## src/rtl/smc_pkg.sv

```systemverilog
package smc_pkg;
    typedef enum logic [1:0] {
        ST_IDLE = 2'd0,
        ST_TX   = 2'd1,
        ST_RX   = 2'd2
    } smc_state_e;
endpackage

```

## src/rtl/smc_frame_enc.sv

```systemverilog
// Builds the line levels of slots 0..DW+1 for one character.
module smc_frame_enc #(
    parameter int DW = 8
) (
    input  logic [DW-1:0] data,
    input  logic          inverse,
    output logic [DW+1:0] levels
);
    assign levels[0] = 1'b0;
    for (genvar i = 0; i < DW; i++) begin : g_slot
        assign levels[i+1] = (inverse ? data[DW-1-i] : data[i]) ^ inverse;
    end
    assign levels[DW+1] = (^data) ^ inverse;
endmodule

```

## src/rtl/smc_frame_dec.sv

```systemverilog
// Recovers the byte and the parity verdict from sampled line levels.
module smc_frame_dec #(
    parameter int DW = 8
) (
    input  logic [DW+1:0] levels,
    input  logic          inverse,
    output logic [DW-1:0] data,
    output logic          parity_ok
);
    logic [DW+1:0] vals;
    assign vals = levels ^ {(DW+2){inverse}};
    for (genvar i = 0; i < DW; i++) begin : g_bit
        assign data[i] = inverse ? vals[DW-i] : vals[i+1];
    end
    assign parity_ok = ~^vals[DW+1:1];
endmodule

```

## src/rtl/smc_xcvr.sv

```systemverilog
module smc_xcvr
    import smc_pkg::*;
#(
    parameter int DW       = 8,
    parameter int OVS_LOG2 = 3
) (
    input  logic          clk,
    input  logic          rst_n,
    input  logic          etu_tick,
    input  logic          line_in,
    output logic          line_drive_low,
    input  logic          tx_wr,
    input  logic [DW-1:0] tx_byte,
    input  logic          cfg_inverse,
    input  logic          cfg_rep_en,
    input  logic          cfg_five,
    input  logic          flag_clr,
    output logic          tx_empty,
    output logic          tx_done,
    output logic          rx_done,
    output logic          par_err,
    output logic [DW-1:0] rx_byte
);
    localparam int OVS = 1 << OVS_LOG2;
    localparam int FW  = DW + 2;                  // start, data, parity
    localparam int CW  = $clog2((FW + 2) * OVS);  // frame plus guard
    localparam int BW  = CW - OVS_LOG2;
    localparam logic [CW-1:0]       T_TX_CHK  = CW'((FW + 1) * OVS);
    localparam logic [CW-1:0]       T_TX_END  = CW'((FW + 2) * OVS - 1);
    localparam logic [CW-1:0]       T_RX_EVAL = CW'(FW * OVS + OVS / 2);
    localparam logic [CW-1:0]       T_RX_END  = CW'((FW + 1) * OVS + OVS / 2);
    localparam logic [OVS_LOG2-1:0] PH_MID    = OVS_LOG2'(OVS / 2);
    localparam logic [BW-1:0]       B_PAR     = BW'(FW - 1);

    typedef struct packed {
        smc_state_e     st;
        logic [CW-1:0]  cnt;
        logic [FW-1:0]  txf;      // line levels of the buffered character
        logic           full;
        logic [FW-1:0]  rxl;      // sampled line levels
        logic           errdrv;
        logic           refused;
        logic [2:0]     tx_att;
        logic [2:0]     rx_att;
        logic           txd;
        logic           rxd;
        logic           perr;
        logic [DW-1:0]  rxb;
    } regs_t;

    regs_t q, n;

    logic [FW-1:0]       enc_lv;
    logic [DW-1:0]       dec_data;
    logic                dec_ok;
    logic [BW-1:0]       bidx;
    logic [OVS_LOG2-1:0] phase;
    logic [FW-1:0]       txsh;
    logic [2:0]          last_att;
    logic                in_tx, in_rx;

    smc_frame_enc #(.DW(DW)) u_enc (
        .data(tx_byte), .inverse(cfg_inverse), .levels(enc_lv)
    );
    smc_frame_dec #(.DW(DW)) u_dec (
        .levels(q.rxl), .inverse(cfg_inverse), .data(dec_data), .parity_ok(dec_ok)
    );

    assign bidx     = q.cnt[CW-1:OVS_LOG2];
    assign phase    = q.cnt[OVS_LOG2-1:0];
    assign txsh     = q.txf >> bidx;
    assign last_att = cfg_five ? 3'd4 : 3'd3;
    assign in_tx    = (q.st == ST_TX);
    assign in_rx    = (q.st == ST_RX);

    always_comb begin
        n = q;
        if (flag_clr) begin
            n.txd  = 1'b0;
            n.rxd  = 1'b0;
            n.perr = 1'b0;
        end
        if (tx_wr && !q.full) begin
            n.full = 1'b1;
            n.txf  = enc_lv;
        end
        case (q.st)
            ST_IDLE: begin
                if (etu_tick) begin
                    if (q.full) begin
                        n.st      = ST_TX;
                        n.cnt     = '0;
                        n.tx_att  = '0;
                        n.refused = 1'b0;
                    end else if (!line_in) begin
                        n.st     = ST_RX;
                        n.cnt    = '0;
                        n.rxl    = '0;
                        n.errdrv = 1'b0;
                    end
                end
            end
            ST_TX: begin
                if (etu_tick) begin
                    n.cnt = q.cnt + 1'b1;
                    if (q.cnt == T_TX_CHK) n.refused = !line_in;
                    if (q.cnt == T_TX_END) begin
                        n.cnt = '0;
                        if (!q.refused) begin
                            n.txd  = 1'b1;
                            n.full = 1'b0;
                            n.st   = ST_IDLE;
                        end else if (!cfg_rep_en || q.tx_att == last_att) begin
                            n.perr = 1'b1;
                            n.full = 1'b0;
                            n.st   = ST_IDLE;
                        end else begin
                            n.tx_att  = q.tx_att + 3'd1;
                            n.refused = 1'b0;
                        end
                    end
                end
            end
            ST_RX: begin
                if (etu_tick) begin
                    n.cnt = q.cnt + 1'b1;
                    if (phase == PH_MID) begin
                        if (bidx == '0) begin
                            if (line_in) n.st = ST_IDLE;   // false start
                        end else if (bidx <= B_PAR) begin
                            n.rxl = q.rxl | (FW'(line_in) << bidx);
                        end
                    end
                    if (q.cnt == T_RX_EVAL) begin
                        n.rxb = dec_data;
                        if (dec_ok) begin
                            n.rxd    = 1'b1;
                            n.rx_att = '0;
                            n.st     = ST_IDLE;
                        end else if (!cfg_rep_en) begin
                            n.rxd    = 1'b1;
                            n.perr   = 1'b1;
                            n.rx_att = '0;
                            n.st     = ST_IDLE;
                        end else begin
                            n.errdrv = 1'b1;
                        end
                    end
                    if (q.cnt == T_RX_END) begin
                        n.errdrv = 1'b0;
                        n.st     = ST_IDLE;
                        if (q.rx_att == last_att) begin
                            n.rxd    = 1'b1;
                            n.perr   = 1'b1;
                            n.rx_att = '0;
                        end else begin
                            n.rx_att = q.rx_att + 3'd1;
                        end
                    end
                end
            end
            default: n.st = ST_IDLE;
        endcase
    end

    always_ff @(posedge clk or negedge rst_n) begin
        if (!rst_n) q <= '0;
        else        q <= n;
    end

    assign line_drive_low = (in_tx && bidx <= B_PAR && !txsh[0]) || (in_rx && q.errdrv);
    assign tx_empty = !q.full;
    assign tx_done  = q.txd;
    assign rx_done  = q.rxd;
    assign par_err  = q.perr;
    assign rx_byte  = q.rxb;
endmodule

```

## config.mk

```make
export PLATFORM = sky130hd
export DESIGN_NAME = smc_xcvr
export DESIGN_NICKNAME = d
export VERILOG_FILES = /design/src/rtl/smc_pkg.sv /design/src/rtl/smc_frame_enc.sv /design/src/rtl/smc_frame_dec.sv /design/src/rtl/smc_xcvr.sv
export SDC_FILE = /design/constraint.sdc
export NUM_CORES = 1
export LEC_CHECK = 0
export ABC_AREA = 1
export BUFFER_PORTS_ARGS = -buffer_cell sky130_fd_sc_hd__buf_2
export CAP_MARGIN = 20
export CELL_PAD_IN_SITES_DETAIL_PLACEMENT = 0
export CELL_PAD_IN_SITES_GLOBAL_PLACEMENT = 1
export CORE_ASPECT_RATIO = 0.8
export CORE_MARGIN = 4
export CORE_UTILIZATION = 40
export CTS_BUF_LIST = sky130_fd_sc_hd__clkbuf_16
export DETAILED_ROUTE_END_ITERATION = 6
export PLACE_DENSITY = 0.76
export SLEW_MARGIN = 0
export SYNTH_ARGS = -nofsm -noshare
export SYNTH_HDL_FRONTEND = slang
export SYNTH_SLANG_ARGS = --single-unit
```

## constraint.sdc

```tcl
create_clock -name clk -period 3.5 [get_ports clk]
set_input_delay 0.525 -clock clk [delete_from_list [all_inputs] [get_ports clk]]
set_output_delay 0.525 -clock clk [all_outputs]
set_load 0.05 [all_outputs]
```

# Yosys cells after proc, flatten, opt, wreduce, memory -nomap -nowiden
# Index checks and enable logic that the tools add are counted.
# op_classes
bitwise_logic,11
n_lt_le_gt_ge,1
eq_ne,27
n_addsub,3
shift,2
reduce_logical,26
mux,82
# op_table
cell,n
9-bit two-way mux,6
10-bit two-way mux,5
1-bit two-way mux,38
11-bit two-way mux,3
7-bit == test (second input constant),4
2-bit two-way mux,12
11-bit case mux with 2 select lines,1
3-bit two-way mux,7
7-bit case mux with 3 select lines,1
4-bit two-way mux,5
2-bit inequality test (second input constant),9
8-bit AND reduction,2
15-bit two-way mux,1
10-bit OR,1
1-bit by 4-bit left shift with 10-bit output,1
10-bit by 4-bit right shift with 1-bit output,1
10-bit XOR,1
3-bit by 2-bit inequality test with 1-bit output (second input constant),3
9-bit XNOR reduction,1
1-bit XOR,9
4-bit case mux with 2 select lines,1
4-bit AND reduction,2
8-bit parity,1
7-bit by 1-bit adder with 7-bit output (second input constant),1
other kinds (22),36
# word_totals
ff_bits,48
inputBits,17
out_inout_bits,13

# Longest topological paths before layout
# Gate-level depths: netlist of run 1.
# depth
ltp_word,9
depth_mapped,14

# Hierarchy
# Synthesis of run 1 repeated with hierarchy kept, for this count alone.
# hier_totals
cells_unflattened,489
area_unflattened_um2,3482.1
# modules_own_cells
module,seq_area_each_um2,area_per_inst_um2,cells_each,instances
smc_xcvr,1226.2,2931.6,364,1
smc_frame_enc,0.0,279.0,62,1
smc_frame_dec,0.0,271.5,63,1

# Least setup slack after synthesis of run 1
# No wires, ideal clock.
# synth_timing
kind,register to output
start,"register q, in the netlist bidx[0]"
end,output port line_drive_low
stages_incl_launch_ff,7
required_ps,2975
path_slack_ps,1526
arrival_time_ps,1449
cell_sequence,dfrtp_1 > clkbuf_1 > nor2_1 > a21oi_1 > o211ai_1 > nand3_1 > a22o_1
# synth_between
elab_chain_len,4
word_cells_on_any_way,6
classes_between,1 x order compare; 1 x shift; 4 x reduce/logical
# synth_lines
item,line_no,text
"start, declared",smc_xcvr.sv:51,"regs_t q, n;"
"start signal, assigned",smc_xcvr.sv:168,else q <= n;
4-bit less-or-equal comparator or 10-bit by 4-bit right shift with 1-bit output (tied branches),"smc_xcvr.sv:171, smc_xcvr.sv:71",
1-bit logical AND or 1-bit logical NOT (tied branches),smc_xcvr.sv:171,assign line_drive_low = (in_tx && bidx <= B_PAR && !txsh[0]) || (in_rx && q.errdrv);
1-bit logical AND *,smc_xcvr.sv:171,
1-bit logical OR *,smc_xcvr.sv:171,
"end, declared",smc_xcvr.sv:11,"output logic line_drive_low,"
# Mark *: on every way between the ends. The rest lies on a longest branch, timed or not.

# Worst setup path in the final report of run 1
# layout_timing
start,"register q, in the netlist bidx[1]"
end,output port line_drive_low
# The elaborated chain is that of the path after synthesis.

==> results.toml, run 1 <==
[synthesis]
synthArstFlopShare = 1.000
synth_cell_types = 33
syn-num-nets = 431
synth_seq_cells = 47
yosys_most_used_dff = "dfrtp_1"
synth_edf_count = 0
ys_seq_area_frac = 0.3968
synth_area_sq_um = 2964
syn_area_per_cell_sq_um = 7.301
ys_warn_count = 0
netlist_instances = 406

[finish]
final_area_sq_um = 3263
syn2layout_area_growth_pct = 10.09
fill_cells = 756
final_nets = 451
antenna_cells = 0
most-common-layout-cells = "nand2_1 (99), inv_1 (49), dfrtp_1 (47)"
drive_gt1_frac = 0.1124
final_core_util = 0.4644
final_common_cell = "nand2_1"

[worst_setup_path]
slowest_stage = "dfrtp_1"
crit_path_max_fanout = 10
r2r_cells = 10
timing.rr.end = "bidx[3]"
endpoint_kind = "output port"
cp.arrival_ns = 1.90
slowest_delay_ns = 0.49
path_cells = "nor3_1 -> o211ai_1 -> nand3_1 -> a22o_1 -> buf_2"
path_buf_inv = 1
reg2reg_from = "q[48]"
reg2reg_slack_ns = 1.39
start_kind = "flop"
cp.required_ns = 2.97
criticalPathCategory = "reg2out"
critical-path-top-delay-family = "simple AND/OR/NAND/NOR gates"

[job]
drv_cap = 0

[floorplan]
die_area_sq_um = 8860
row_count = 27
core_sq_um = 7027
die_w_um = 104.2
start_util = 0.4218
die_y_um = 85.00
pin_count = 30

[placement]
globalplace.congestion = 0.8965
post-dp-hpwl_mm = 5.181
postPlaceCellArea_sq_um = 3122
port_buffers = 29

[clocking]
cts_buffers = 5
cts_num_sinks = 47
cts-hold-fix-buffers = 0
htreeDepth = 2
cts_resized = 0
clock_path_buffers = 2
cts_tree = "built"
post_cts_buffers = 0
clk_latency_ns = 0.29
path_clk_slew_ns = 0.07
cts_root_buffer = "clkbuf_16"

[min_path]
hp-class = "in2async"

[sta]
period_share = 0.6940
layout_min_cycle_time_ns = 2.429
relSlewSlack = 0.5208
tns_ns = 0
hold_viol = 0
finClkSkew_ns = 0.009389
rsz0062_at_grt = "false"
tightest_slew_ns = 0.7162
maxSlewViolCount = 0
fmax_mhz = 411.7
setup_viol = 0

[power]
vdd_ir_drop_max_uv = 220.0
leakage_nw = 1.620
p_per_area_nw_per_um2 = 463.3

[global_route]
grt_overflow = 0
grt_first_pass_wirelength_mm = 11.61
antenna_found_initial = 0
grt_max_degree = 26
grt_pass1_vias = 2385
grt_usage = 0.1589

[routing]
drtAntennaViolNets = 0
drt_iter0_markers = 103
avgViaCountPerCell = 4.971
post_drt_wl_per_cell_um = 12.97
wirelength_mm = 6.665
first_pass_iters = 4
drc_errors = 0
dr_total_vias = 2555

[outcome]
status = "finished, final reports clean"
==> worst register-to-register path: cells and delay by family, from the launching register on <==
kind	cells	cell delay, ns
compound gates	2	0.21
fa+ha+maj	1	0.31
flops	1	0.41
simple gates	4	0.63
buf+inv	3	0.44
==> sequential cells by signal, summed over array words and instances (netlist names) <==
register	count
bidx	4
par_err	1
phase	3
q	29
rx_byte	8
rx_done	1
tx_done	1
==> worst max path at each step <==
| stage | from | to | cells after the start |
|---|---|---|---|
| after detailed placement | cfg_inverse | q[11] | 15 |
| after CTS | bidx[1] | line_drive_low | 5 |
| after floorplan | bidx[0] | line_drive_low | 6 |
| after global placement | cfg_inverse | q[11] | 15 |
| after global routing | bidx[0] | line_drive_low | 6 |
| final | bidx[1] | line_drive_low | 5 |
==> synth_stat cells, types with 5 or more instances <==
cell type  count  area, sq um
a21oi_1       28        140.1
inv_1         48        180.2
xnor2_1        8        70.07
dfrtp_1       47         1176
nor3_1         9        45.04
o21ai_0       30        150.1
o21a_1        10        75.07
ha_1           8        100.1
nand3_1       26        130.1
clkbuf_1       5        18.77
nor2_1        43        161.4
buf_4         10        75.07
nand2_1       99        371.6
==> routing by layer <==
layer | vias up | part of all wire | GRT usage
met5 | - | 0 | 0
met4 | 0 | 0.0086 | 0.03986
met3 | 4 | 0.031 | 0.02814
met2 | 27 | 0.41 | 0.2330
met1 | 1172 | 0.55 | 0.2410
li1 | 1352 | - | -
==> cells by family after synthesis <==
| kind of cell | share of synthesized area |
|---|---|
| adder cells (fa/ha/maj) | 0.03377 |
| XOR/XNOR | 0.03546 |
| AO/OA/AOI/OAI | 0.1655 |
| buffers and inverters | 0.09835 |
| AND/OR/NAND/NOR | 0.2702 |
| flip-flops | 0.3968 |
==> area by class of cell <==
class | instances | area, sq um | area share
clock buffer | 5 | 125.1 | 0.03834
clock inverter | 3 | 16.27 | 0.004985
inverter | 50 | 187.7 | 0.05752
multi-input combinational | 292 | 1496 | 0.4586
sequential | 47 | 1176 | 0.3604
tap | 87 | 108.9 | 0.03336
timing repair buffer | 30 | 152.6 | 0.04678
==> power by group <==
group | internal [mW] | switching (mW) | leakage (nW)
logic | 0.132 | 0.303 | 0.920
registers | 0.581 | 0.0267 | 0.627
clock network | 0.261 | 0.207 | 0.0726
==> metrics by stage <==
stage / worst slack [ns] / instances / power [mW] / hold slack [ns]
global route: 0.8599 / 514 / 1.620 / 0.2560
finish: 1.071 / 514 / 1.512 / 0.1996
detailed placement: 1.234 / 506 / 1.056 / 0.4743
floorplan: 1.526 / 406 / 0.9417 / 0.2294
CTS: 1.045 / 514 / 1.530 / 0.2182
global placement: 1.318 / 506 / 1.055 / 0.4606
(Power assumes the default switching activity.)
==> run 2, diff against run 1 <==
Clock period 3.5 ns to 2.35 ns, I/O delays scaled along.
==> run 2 against run 1 <==
- routed wire length shrank 0.39%
- global-route usage is essentially flat
- worst hold slack gained 0.14 ns
- cell count grew 1.2%
- final area grew 2.5%
- power grew 56%
- clock power grew 67%
- via count grew 1.1%
- combinational power grew 54%
- sequential power grew 48%
- core utilization grew 1.1 points
- non-clock buffer count grew 7
- critical endpoint unchanged
- largest power group unchanged
==> results.toml, run 2 (synthesis results as in run 1) <==
[worst_setup_path]
cp.arrival_ns = 1.83
endpoint_kind = "output port"
path_cells = "o21ai_0 -> a21oi_1 -> o21ai_0 -> nand3_1 -> a22o_1 -> buf_2"
slowest_delay_ns = 0.54
cpMostUsedCell = "o21ai_0"
start_kind = "flop"
criticalPathCategory = "reg2out"
crit_path_max_fanout = 16
cp.required_ns = 2.00
slowest_stage = "dfrtp_1"

[power]
p_per_area_nw_per_um2 = 703.9
leakage_nw = 1.667
vdd_ir_drop_max_uv = 310.1
power.total_mw = 2.353

[floorplan]
die_w_um = 104.2
start_util = 0.4218
row_count = 27
core_sq_um = 7027
die_y_um = 85.00
die_area_sq_um = 8860
pin_count = 30

[routing]
drc_errors = 0
drt_iter0_markers = 149
dr_total_vias = 2584
drtAntennaViolNets = 0
avgViaCountPerCell = 4.969
post_drt_wl_per_cell_um = 12.77
wirelength_mm = 6.639
first_pass_iters = 4

[sta]
tightest_slew_ns = 0.4544
setup_slack_ns = 0.1682
setup_viol = 0
hold_viol = 0
maxSlewViolCount = 0
finClkSkew_ns = 0.006050
rsz0062_at_grt = "false"
layout_min_cycle_time_ns = 2.182
period_share = 0.9284
tns_ns = 0
fmax_mhz = 458.3
relSlewSlack = 0.6971

[global_route]
grt_first_pass_wirelength_mm = 11.48
grt_use_met1 = 0.2349
antenna_found_initial = 0
grt_pass1_vias = 2392
grt.busiest_layer = "met2"
grt_usage = 0.1585
grt_overflow = 0
grt_max_degree = 24
met3_usage = 0.02890
global_route.usage.met2 = 0.2383

[finish]
largest_reg_flops = 29
most-common-layout-cells = "nand2_1 (99), inv_1 (49), dfrtp_1 (47)"
final_common_cell = "nand2_1"
syn2layout_area_growth_pct = 12.79
largest-register = "q"
antenna_cells = 0
drive_gt1_frac = 0.1293
final_nets = 458
final_core_util = 0.4758

[clocking]
cts_buffers = 5
clock_path_buffers = 2
clk_latency_ns = 0.29
cts_tree = "built"
cts_num_sinks = 47
cts_root_buffer = "clkbuf_16"
htreeDepth = 2
post_cts_buffers = 0
path_clk_slew_ns = 0.06

[job]
drv_cap = 0

[placement]
post-dp-hpwl_mm = 5.338
globalplace.congestion = 0.8675
port_buffers = 29
dp_slack_ns = 0.3286

[min_path]
hp-class = "in2reg"

[outcome]
status = "finished, final reports clean"
## run 2: stage by stage
| step | instance area [sq um] | hold slack, ns | std cells |
|---|---|---|---|
| final | 3343 | 0.3374 | 520 |
| after CTS | 3336 | 0.3371 | 520 |
| after global routing | 3343 | 0.3669 | 520 |
| after detailed placement | 3167 | 0.2374 | 512 |
| after floorplan | 2964 | 0.05691 | 406 |
| after global placement | 3167 | 0.2370 | 512 |
## run 2: final cells by class
| cell class | instances | area, sq um |
|---|---|---|
| well taps | 87 | 108.9 |
| repair buffers | 37 | 207.7 |
| multi-input cells | 292 | 1504 |
| flip-flops and latches | 47 | 1176 |
| clock inverters | 2 | 33.78 |
| clock buffers | 5 | 125.1 |
| inverters | 50 | 187.7 |
| fillers | 715 | 3684 |
## run 2: repair_timing
action / in CTS / in global routing
gates resized for setup: 0 / 2
endpoints found under the hold margin: 7 / 0
setup endpoints to repair: 0 / 2
hold buffers: 1 / 0
## run 2: worst paths after layout
| kind | from | endpoint | slack, ns | cells after the start |
|---|---|---|---|---|
| min in group asynchronous | rst_n | q[26] | 0.46 | 2 |
| worst max-delay path | bidx[0] | line_drive_low | 0.17 | 6 |
| max in group asynchronous | rst_n | bidx[2] | 1.32 | 3 |
| worst max register to register | q[48] | bidx[3] | 0.39 | 10 |
| worst min register to register | rx_byte[0] | rx_byte[0] | 0.48 | 1 |
| worst min-delay path | flag_clr | rx_done | 0.34 | 4 |
## run 2: routing by layer
layer | share of wire | vias up
met5 | 0 | -
met2 | 0.42 | 45
met4 | 0.011 | 0
li1 | - | 1364
met1 | 0.53 | 1167
met3 | 0.038 | 8
## run 2: worst max-delay path: cells and delay by family, from the launching register on
| family | cells | cell delay (ns) |
|---|---|---|
| AO/OA/AOI/OAI | 4 | 0.67 |
| flip-flops | 1 | 0.54 |
| buffers and inverters | 1 | 0.21 |
| AND/OR/NAND/NOR | 1 | 0.13 |
## run 2: power by group
| group | total, mW | leakage [nW] | switching, mW | internal, mW |
|---|---|---|---|---|
| Sequential | 0.901 | 0.627 | 0.0355 | 0.866 |
| Clock | 0.782 | 0.0811 | 0.290 | 0.492 |
| Combinational | 0.670 | 0.959 | 0.457 | 0.213 |
| Total | 2.35 | 1.67 | 0.782 | 1.57 |
